<file path="config.mk">
export PLATFORM = sky130hd
export DESIGN_NAME = cfg_reg_access
export DESIGN_NICKNAME = d
export VERILOG_FILES = /design/src/rtl/cfgacc_pkg.sv /design/src/rtl/cfgacc_decode.sv /design/src/rtl/cfgacc_cfg_ram.sv /design/src/rtl/cfgacc_id_rom.sv /design/src/rtl/cfg_reg_access.sv
export SDC_FILE = /design/constraint.sdc
export NUM_CORES = 1
export LEC_CHECK = 0
export BUFFER_PORTS_ARGS = -buffer_cell sky130_fd_sc_hd__buf_2
export CORE_MARGIN = 5
export CORE_UTILIZATION = 40
export DETAILED_ROUTE_END_ITERATION = 10
export GPL_ROUTABILITY_DRIVEN = 0
export PLACE_DENSITY = 0.63
export SLEW_MARGIN = 20
export SYNTH_ARGS = -nofsm -noshare
export SYNTH_HDL_FRONTEND = slang
export SYNTH_SLANG_ARGS = --single-unit
</file>
<file path="constraint.sdc">
create_clock -name clk -period 3.45 [get_ports clk]
set_input_delay 0.1725 -clock clk [delete_from_list [all_inputs] [get_ports clk]]
set_output_delay 0.1725 -clock clk [all_outputs]
set_load 0.02 [all_outputs]
</file>
<file path="src/rtl/cfgacc_pkg.sv">
package cfgacc_pkg;

  typedef enum logic [1:0] {
    RG_CFG  = 2'd0,
    RG_BANK = 2'd1,
    RG_ID   = 2'd2,
    RG_MISC = 2'd3
  } region_e;

  typedef struct packed {
    region_e    region;
    logic       answers;
    logic       writable;
    logic [1:0] prot_rank;
  } dec_t;

  localparam logic [7:0] ADDR_MASTER = 8'h00;
  localparam logic [7:0] ADDR_BANK   = 8'h40;
  localparam logic [4:0] ID_PAGE     = 5'h0F;
  localparam logic [7:0] ADDR_TMO    = 8'h7C;
  localparam logic [7:0] TMO_MAGIC   = 8'h07;

endpackage

</file>
<file path="src/rtl/cfgacc_decode.sv">
module cfgacc_decode
  import cfgacc_pkg::*;
#(
  parameter int CFG_WORDS = 13
) (
  input  logic [7:0] addr,
  input  logic       cfg_valid,
  output dec_t       dec
);

  localparam logic [7:0] CFG_LAST = 8'(CFG_WORDS - 1);

  always_comb begin
    dec.region    = RG_MISC;
    dec.writable  = 1'b0;
    dec.prot_rank = 2'd0;
    if (addr <= CFG_LAST) begin
      dec.region    = RG_CFG;
      dec.writable  = 1'b1;
      dec.prot_rank = (addr == ADDR_MASTER) ? 2'd2 : 2'd1;
    end else if (addr == ADDR_BANK) begin
      dec.region    = RG_BANK;
      dec.writable  = 1'b1;
      dec.prot_rank = 2'd2;
    end else if (addr[7:3] == ID_PAGE) begin
      dec.region    = RG_ID;
      dec.writable  = (addr == ADDR_TMO);
      dec.prot_rank = (addr == ADDR_TMO) ? 2'd3 : 2'd0;
    end
    dec.answers = cfg_valid || (dec.region == RG_CFG) || (dec.region == RG_ID);
  end

endmodule

</file>
<file path="src/rtl/cfgacc_cfg_ram.sv">
module cfgacc_cfg_ram #(
  parameter int CFG_WORDS = 13,
  parameter int PROT_ADDR = 12,
  localparam int IW = $clog2(CFG_WORDS)
) (
  input  logic          clk,
  input  logic          we,
  input  logic [IW-1:0] idx,
  input  logic [7:0]    wdata,
  output logic [7:0]    rdata,
  output logic [1:0]    prot_level
);

  logic [7:0] words [CFG_WORDS];

  for (genvar i = 0; i < CFG_WORDS; i++) begin : g_word
    logic [7:0] word_q;
    logic       word_en;
    assign word_en = we && (idx == IW'(i));
    always_ff @(posedge clk) begin
      if (word_en) begin
        word_q <= wdata;
      end
    end
    assign words[i] = word_q;
  end

  always_comb begin
    rdata = 8'h00;
    for (int i = 0; i < CFG_WORDS; i++) begin
      if (idx == IW'(i)) begin
        rdata = words[i];
      end
    end
  end

  assign prot_level = words[PROT_ADDR][1:0];

endmodule

</file>
<file path="src/rtl/cfgacc_id_rom.sv">
module cfgacc_id_rom #(
  parameter logic [63:0] ID_BYTES = 64'h0
) (
  input  logic [2:0] idx,
  output logic [7:0] rdata
);

  logic [7:0] lanes [8];

  for (genvar g = 0; g < 8; g++) begin : g_lane
    assign lanes[g] = ID_BYTES[8*g +: 8];
  end

  assign rdata = lanes[idx];

endmodule

</file>
<file path="src/rtl/cfg_reg_access.sv">
module cfg_reg_access
  import cfgacc_pkg::*;
#(
  parameter int          CFG_WORDS = 13,
  parameter int          PROT_ADDR = 12,
  parameter int          CLK_KHZ   = 50000,
  parameter int          TMO_W     = 16,
  parameter logic [63:0] ID_BYTES  = 64'h4E_43_69_00_02_01_5A_A5
) (
  input  logic             clk,
  input  logic             rst_n,
  input  logic             cfg_valid,
  input  logic             req_wr,
  input  logic             req_rd,
  input  logic [7:0]       req_addr,
  input  logic [7:0]       req_wdata,
  output logic             rsp_ack,
  output logic             rsp_no_ack,
  output logic [7:0]       rsp_rdata,
  output logic             soft_rst_req,
  output logic             timeout_short,
  output logic [TMO_W-1:0] timeout_cycles,
  output logic [7:0]       bank_sel
);

  localparam int IW = $clog2(CFG_WORDS);
  localparam logic [TMO_W-1:0] TMO_LONG_CYC  = TMO_W'(CLK_KHZ * 30 / 1000);
  localparam logic [TMO_W-1:0] TMO_SHORT_CYC = TMO_W'(CLK_KHZ * 3 / 1000);

  dec_t       dec;
  logic [7:0] ram_rdata;
  logic [7:0] rom_rdata;
  logic [1:0] prot_level;
  logic       rd_only;
  logic       blocked;
  logic       wr_ok;
  logic       ram_we;
  logic       bank_we;
  logic       tmo_we;
  logic [7:0] rd_mux;

  logic       ack_d, noack_d, rst_d, short_d;
  logic [7:0] rdata_d, bank_d;
  logic       ack_q, noack_q, rst_q, short_q;
  logic [7:0] rdata_q, bank_q;

  cfgacc_decode #(.CFG_WORDS(CFG_WORDS)) u_decode (
    .addr      (req_addr),
    .cfg_valid (cfg_valid),
    .dec       (dec)
  );

  cfgacc_cfg_ram #(.CFG_WORDS(CFG_WORDS), .PROT_ADDR(PROT_ADDR)) u_ram (
    .clk        (clk),
    .we         (ram_we),
    .idx        (req_addr[IW-1:0]),
    .wdata      (req_wdata),
    .rdata      (ram_rdata),
    .prot_level (prot_level)
  );

  cfgacc_id_rom #(.ID_BYTES(ID_BYTES)) u_rom (
    .idx   (req_addr[2:0]),
    .rdata (rom_rdata)
  );

  // access gating
  always_comb begin
    rd_only = req_rd && !req_wr;
    blocked = cfg_valid && (prot_level != 2'd0) && (dec.prot_rank != 2'd0)
              && (prot_level >= dec.prot_rank);
    wr_ok   = req_wr && dec.answers && dec.writable && !blocked;
    ram_we  = wr_ok && (dec.region == RG_CFG);
    bank_we = wr_ok && (dec.region == RG_BANK);
    tmo_we  = wr_ok && (dec.region == RG_ID);
  end

  always_comb begin
    unique case (dec.region)
      RG_CFG:  rd_mux = ram_rdata;
      RG_BANK: rd_mux = bank_q;
      RG_ID:   rd_mux = rom_rdata;
      default: rd_mux = 8'h00;
    endcase
  end

  // next state
  always_comb begin
    ack_d   = wr_ok || (rd_only && dec.answers);
    noack_d = rd_only && !dec.answers;
    rdata_d = (rd_only && dec.answers) ? rd_mux : 8'h00;
    rst_d   = ram_we && (req_addr == ADDR_MASTER);
    short_d = short_q;
    if (tmo_we) begin
      short_d = (req_wdata == TMO_MAGIC);
    end
    bank_d = bank_q;
    if (bank_we) begin
      bank_d = req_wdata;
    end
  end

  // registers
  always_ff @(posedge clk or negedge rst_n) begin
    if (!rst_n) begin
      ack_q   <= 1'b0;
      noack_q <= 1'b0;
      rdata_q <= 8'h00;
      rst_q   <= 1'b0;
      short_q <= 1'b0;
      bank_q  <= 8'h00;
    end else begin
      ack_q   <= ack_d;
      noack_q <= noack_d;
      rdata_q <= rdata_d;
      rst_q   <= rst_d;
      if (tmo_we) begin
        short_q <= short_d;
      end
      if (bank_we) begin
        bank_q <= bank_d;
      end
    end
  end

  assign rsp_ack        = ack_q;
  assign rsp_no_ack     = noack_q;
  assign rsp_rdata      = rdata_q;
  assign soft_rst_req   = rst_q;
  assign timeout_short  = short_q;
  assign timeout_cycles = short_q ? TMO_SHORT_CYC : TMO_LONG_CYC;
  assign bank_sel       = bank_q;

endmodule

</file>
==> results.yml, run 1 <==
status:
  status: "finished, final reports clean"
timing:
  final-hold-violation-count: 0
  fmax_mhz: 359
  drv_slew: 0
  whs_ns: 0.139
  relSlewSlack: 0.483
  min_period_ns: 2.79
  tightest_slew_ns: 0.776
  fin_ws_ns: 0.662
  rsz0062_at_grt: "no"
  setup_violations: 0
  skew_ns: 0.00601
  post-route-period-util: 0.808
  setup_tns_ns: 0
pwr:
  vdd_ir_drop_max_v: 0.000337
  intPower_mw: 2.84
  power.switching_uw: 848
  power_mw: 3.69
  switching_share: 0.230
  power.share.clock: 0.485
  pwr-share-comb: 0.072
  leakage_nw: 2.52
  powerDensity_mw_per_mm2: 536
  sequentialPowerShare: 0.443
clocking:
  cts_setup_buffers: 0
  cts_inserted_buffers: 17
  root_buffer: "clkbuf_16"
  clk_latency_ns: 0.42
  path_clk_slew_ns: 0.05
  cts.sinks: 124
  htreeDepth: 4
  cts_tree: "yes"
  cts_max_path_buffers: 2
yosys:
  netlist_instances: 479
  ys_seq_area_frac: 0.621
  yosys_warnings: 0
  yosysTopAreaCellShare: 0.536
  synth_area_leader_cell: "edfxtp_1"
  synth-main-ff-cell: "edfxtp_1"
  synth_edf_count: 104
  synth.most_common_cell: "edfxtp_1"
  avgSynthCellArea_um2: 12.2
  ys_top_cells_by_count: "104 x edfxtp_1, 28 x a21oi_1, 28 x nand2_1"
  synth_area_leaders: "edfxtp_1 54%, dfrtp_1 8.6%, a21oi_1 2.4%"
  ys_ff_latch: 124
  syn-cell-area_mm2: 0.00583
  async_flop_share: 0.161
  synth_cell_type_count: 60
floorplan:
  ios: 57
  start_util: 0.404
  die_width_um: 131
  die_h_um: 131
  core-area_mm2: 0.0144
  core.rowCount: 44
  die_area_mm2: 0.0171
worst_setup_path:
  critPathKind: "input port to register"
  crit_path_top_delay_cell: "or2_1"
  crit_top_cell: "buf_4"
  r2r-start: "u_ram.g_word[12].word_q[0]"
  worstPathArrival_ns: 2.91
  slowest_delay_ns: 0.39
  crit_start: "req_addr[0]"
  crit_chain: "buf_2 -> inv_1 -> ha_1 -> buf_4 -> nand3_1 -> o2bb2ai_1 -> a22oi_1 -> ha_1 -> a21oi_1 -> o21ai_0 -> buf_4 -> or2_1 -> nor3_1 -> buf_4"
  endpoint_kind: "register"
  critPathLaunchType: "input port"
  critPathRequiredTime_ns: 3.57
  reg2reg_depth: 9
  reg2reg_to: "u_ram.g_word[9].word_q[6]"
  ff2ff_setup_slack_ns: 1.00
  worstSetupEndpoint: "u_ram.g_word[9].word_q[6]"
  critical_path.max_fanout: 20
placed_design:
  place_hpwl_um: 10900
  dp.cells: 692
  dp_slack_ns: 0.331
  place_area_mm2: 0.00626
  io_buffers: 45
cells_and_area:
  finalInstanceArea_mm2: 0.00688
  fillCellCount: 1269
  n_antenna_cell: 0
  final_core_util: 0.477
  area_growth_pct: 17.9
  nets: 556
  drive_above_1_share: 0.209
  stdcell_count: 725
worst_hold_path:
  hold_class: "input port to register"
routing:
  drc: 0
  post_drt_wl_per_cell_um: 22.2
  vias_per_cell: 5.83
  ant_nets: 0
  vias: 4229
  drt-pass1-iter-count: 6
  routed_wl_um: 16100
  drtIter0Drc: 583
run:
  max_cap_viol_count: 0
global_routing:
  globalRoute.totalOverflow: 0
  grt_pass1_vias: 4079
  grtUsageTotal: 0.193
  antenna_found_initial: 0
  grt_max_degree: 51
  grt_pass1_wl_um: 24100
-- cells in the final DEF (no fill, tap or decap), types with 6 or more instances in the layout --
| cell | count |
|---|---|
| nand2_1 | 28 |
| and3_1 | 9 |
| a21o_1 | 6 |
| inv_1 | 14 |
| o2bb2ai_1 | 11 |
| clkinvlp_4 | 6 |
| edfxtp_1 | 104 |
| o21ai_0 | 21 |
| clkbuf_16 | 17 |
| buf_2 | 45 |
| dfrtp_1 | 20 |
| o21a_1 | 7 |
| a31oi_1 | 11 |
| mux2_2 | 6 |
| nor3_1 | 19 |
| a211oi_1 | 8 |
| nand2b_1 | 12 |
| buf_4 | 23 |
| ha_1 | 6 |
| nor2_1 | 20 |
| conb_1 | 11 |
| nor2b_1 | 20 |
| a21oi_1 | 28 |
-- power groups by stage --
stage          clock (mW)  sequential (mW)  combinational, mW
6_report             1.79             1.63              0.266
5_1_grt              1.87             1.63              0.286
4_1_cts              1.81             1.63              0.263
3_5_place_dp            0             1.66              0.260
3_3_place_gp            0             1.66              0.258
2_1_floorplan           0             1.67              0.154
-- per-layer routing --
layer  vias to the layer above  share of wire  GRT usage
met5                         -              0          0
li1                       1904              -          -
met1                      2036           0.43      0.272
met3                        41          0.087     0.0476
met4                         0          0.031     0.0811
met2                       248           0.45      0.287
-- layout make-up --
type                    count  area (µm²)  share of cell area
well taps                 184         230              0.0335
clock inverters            14         171              0.0249
clock buffers              17         425              0.0619
multi-input cells         301        1940               0.282
repair buffers             71         438              0.0637
flip-flops and latches    124        3620               0.527
inverters                  14        52.6             0.00764
-- worst max-delay path: cells and delay by family --
| family | cells | cell delay [ns] |
|---|---|---|
| compound gates | 4 | 0.62 |
| simple gates | 3 | 0.77 |
| fa+ha+maj | 2 | 0.50 |
| buf+inv | 5 | 0.85 |
-- how the worst min path moves through the flow --
| stage | start | end | cells past startpoint |
|---|---|---|---|
| finish | req_rd | rsp_no_ack | 3 |
| global route | req_rd | rsp_no_ack | 3 |
| CTS | req_rd | rsp_no_ack | 3 |
| detailed placement | rst_n | rsp_rdata[4] | 1 |
| global placement | rst_n | rsp_rdata[4] | 1 |
| floorplan | rst_n | bank_sel[0] | 0 |
-- what timing repair did --
action	4_1_cts	5_1_grt
gates resized for setup	0	0
hold buffers	2	0
hold endpoints to repair	21	0
-- state kept, by name, indices dropped and copies added (netlist names) --
register / cells
rsp_no_ack: 1
u_ram.g_word.word_q: 104
rsp_rdata: 8
bank_sel: 8
rsp_ack: 1
soft_rst_req: 1
timeout_short: 1
-- logic make-up after synthesis --
family,synth area share
buffers and inverters,0.0524
and+or+nand+nor,0.127
other,0.00129
DFF,0.621
AOI/OAI and AO/OA,0.165
adders and majority gates,0.0129
muxes,0.0206
(Power assumes the default switching activity.)
==> inputs of run 2 (changes only) <==
==> constraint.sdc (replaced) <==
create_clock -name clk -period 2.9 [get_ports clk]
set_input_delay 0.145 -clock clk [delete_from_list [all_inputs] [get_ports clk]]
set_output_delay 0.145 -clock clk [all_outputs]
set_load 0.02 [all_outputs]
==> run 2 against run 1 <==
  * Utilization increased by 0.23 points
  * First-iteration DRC count decreased by 15%
  * Clock-buffer cell count unchanged
  * Setup slack got worse by 0.28 ns
  * Die area unchanged
  * Via count decreased by 0.24%
  * Sequential share of layout area decreased by 0.26 points
  * Cell area increased by 0.49%
  * Clock power increased by 16%
  * Global-route usage increased by 0.72 points
  * Non-clock buffer count unchanged
  * Critical path type unchanged
  * Critical endpoint is now u_ram.g_word[10].word_q[3]
  * Highest routed layer unchanged
==> results.yml, run 2 (synthesis gave the netlist of run 1 again) <==
status:
  status: "finished, final reports clean"
global_routing:
  grt_pass1_vias: 4237
  grt_max_degree: 51
  antenna_found_initial: 0
  grt_pass1_wl_um: 24700
  grtUsageTotal: 0.201
  globalRoute.totalOverflow: 0
cells_and_area:
  most-common-layout-cells: "104 x edfxtp_1, 45 x buf_2, 28 x nand2_1, 28 x a21oi_1, 23 x buf_4"
  final_core_util: 0.479
  largest_reg_flops: 104
  n_antenna_cell: 0
  drive_above_1_share: 0.221
  fillCellCount: 1289
  final_common_cell: "edfxtp_1"
  area_growth_pct: 18.5
  nets: 556
  regMostFlops: "u_ram.g_word.word_q"
worst_setup_path:
  critPathKind: "input port to register"
  critical_path.max_fanout: 8
  worstPathArrival_ns: 2.61
  critPathRequiredTime_ns: 2.99
  critPathLaunchType: "input port"
  endpoint_kind: "register"
pwr:
  leakage_nw: 2.55
  power.switching_mw: 1.04
  sequentialPowerShare: 0.448
  powerDensity_mw_per_mm2: 627
  pwr-share-comb: 0.076
  switching_share: 0.240
  power.share.clock: 0.476
  intPower_mw: 3.29
  vdd_ir_drop_max_v: 0.000401
clocking:
  cts_inserted_buffers: 17
  cts.sinks: 124
  cts_setup_buffers: 0
  hold_buffers: 2
  cts_tree: "yes"
  cts_max_path_buffers: 2
  htreeDepth: 4
  clk_latency_ns: 0.43
  cts_resized: 0
  path_clk_slew_ns: 0.06
  root_buffer: "clkbuf_16"
timing:
  drv_slew: 0
  setup_tns_ns: 0
  post-route-period-util: 0.869
  tightest_slew_ns: 0.727
  final-hold-violation-count: 0
  fmax_mhz: 397
  relSlewSlack: 0.509
  setup_violations: 0
  rsz0062_at_grt: "no"
  skew_ns: 0.00880
  whs_ns: 0.0956
  min_period_ns: 2.52
floorplan:
  core-area_mm2: 0.0144
  die_width_um: 131
  core.rowCount: 44
  start_util: 0.404
  die_h_um: 131
  ios: 57
  die_area_mm2: 0.0171
routing:
  drt-pass1-iter-count: 5
  vias_per_cell: 5.81
  ant_nets: 0
  routed_wl_um: 16400
  post_drt_wl_per_cell_um: 22.6
  drc: 0
  vias: 4219
  drtIter0Drc: 493
placed_design:
  io_buffers: 45
  place_hpwl_um: 11000
run:
  max_cap_viol_count: 0
worst_hold_path:
  hold_class: "input port to register"
-- run 2: changes by cell type in the layout (fill, tap and decap cells not counted), sizes merged --
cell      previous run  this run
clkinvlp             6         5
clkinv               4         7
bufinv               3         2
-- run 2: area by class of cell --
cell class                 count  area (µm²)  share of cell area
clock buffer                  17         425              0.0615
tap                          184         230              0.0333
multi-input combinational    301        1990               0.288
inverter                      14        52.6             0.00760
clock inverter                15         150              0.0217
sequential                   124        3620               0.524
timing repair buffer          71         438              0.0634
-- run 2: path summary, 6_finish.rpt --
| kind | cells past startpoint | endpoint | slack, ns | startpoint |
|---|---|---|---|---|
| max | 13 | u_ram.g_word[10].word_q[3] | 0.38 | req_addr[0] |
| min | 3 | rsp_no_ack | 0.1 | req_rd |
| max reg2reg | 9 | u_ram.g_word[10].word_q[3] | 0.55 | u_ram.g_word[12].word_q[0] |
| min reg2reg | 1 | bank_sel[1] | 0.54 | bank_sel[1] |
| max in group asynchronous | 2 | bank_sel[0] | 2.39 | rst_n |
| min in group asynchronous | 2 | rsp_rdata[7] | 0.19 | rst_n |
-- run 2: power by group through the flow --
stage                     Combinational, mW  Clock, mW  Sequential, mW
after global routing                  0.354       2.17            1.94
after CTS                             0.325       2.09            1.94
after floorplan                       0.188          0            1.98
final                                 0.329       2.07            1.94
after detailed placement              0.321          0            1.98
after global placement                0.319          0            1.98
-- run 2: critical path, cell delays in order --
cell	delay (ns)
buf_2	0.15
inv_1	0.09
ha_1	0.25
nor3b_1	0.31
o2bb2ai_1	0.18
a22oi_1	0.10
ha_1	0.28
a21oi_1	0.11
o21ai_0	0.13
buf_4	0.17
nor2_1	0.14
buf_4	0.16
and3_1	0.39
-- run 2: layer usage --
metal,share of wire,track usage,wire length (µm),vias up
met1,0.41,0.265,6750,2072
met3,0.092,0.0557,1500,29
met2,0.47,0.311,7730,211
li1,-,-,-,1907
met5,0,0,0,-
met4,0.025,0.0859,417,0
-- run 2: per-stage QoR --
stage | cell area, µm² | total power [mW] | setup slack [ns] | std cells
final | 6910 | 4.34 | 0.380 | 726
after global routing | 6910 | 4.46 | 0.101 | 726
after CTS | 6910 | 4.35 | 0.394 | 726
after detailed placement | 6320 | 2.30 | -0.0400 | 692
after global placement | 6320 | 2.30 | 0.0750 | 692
after floorplan | 5930 | 2.17 | 0.0103 | 488
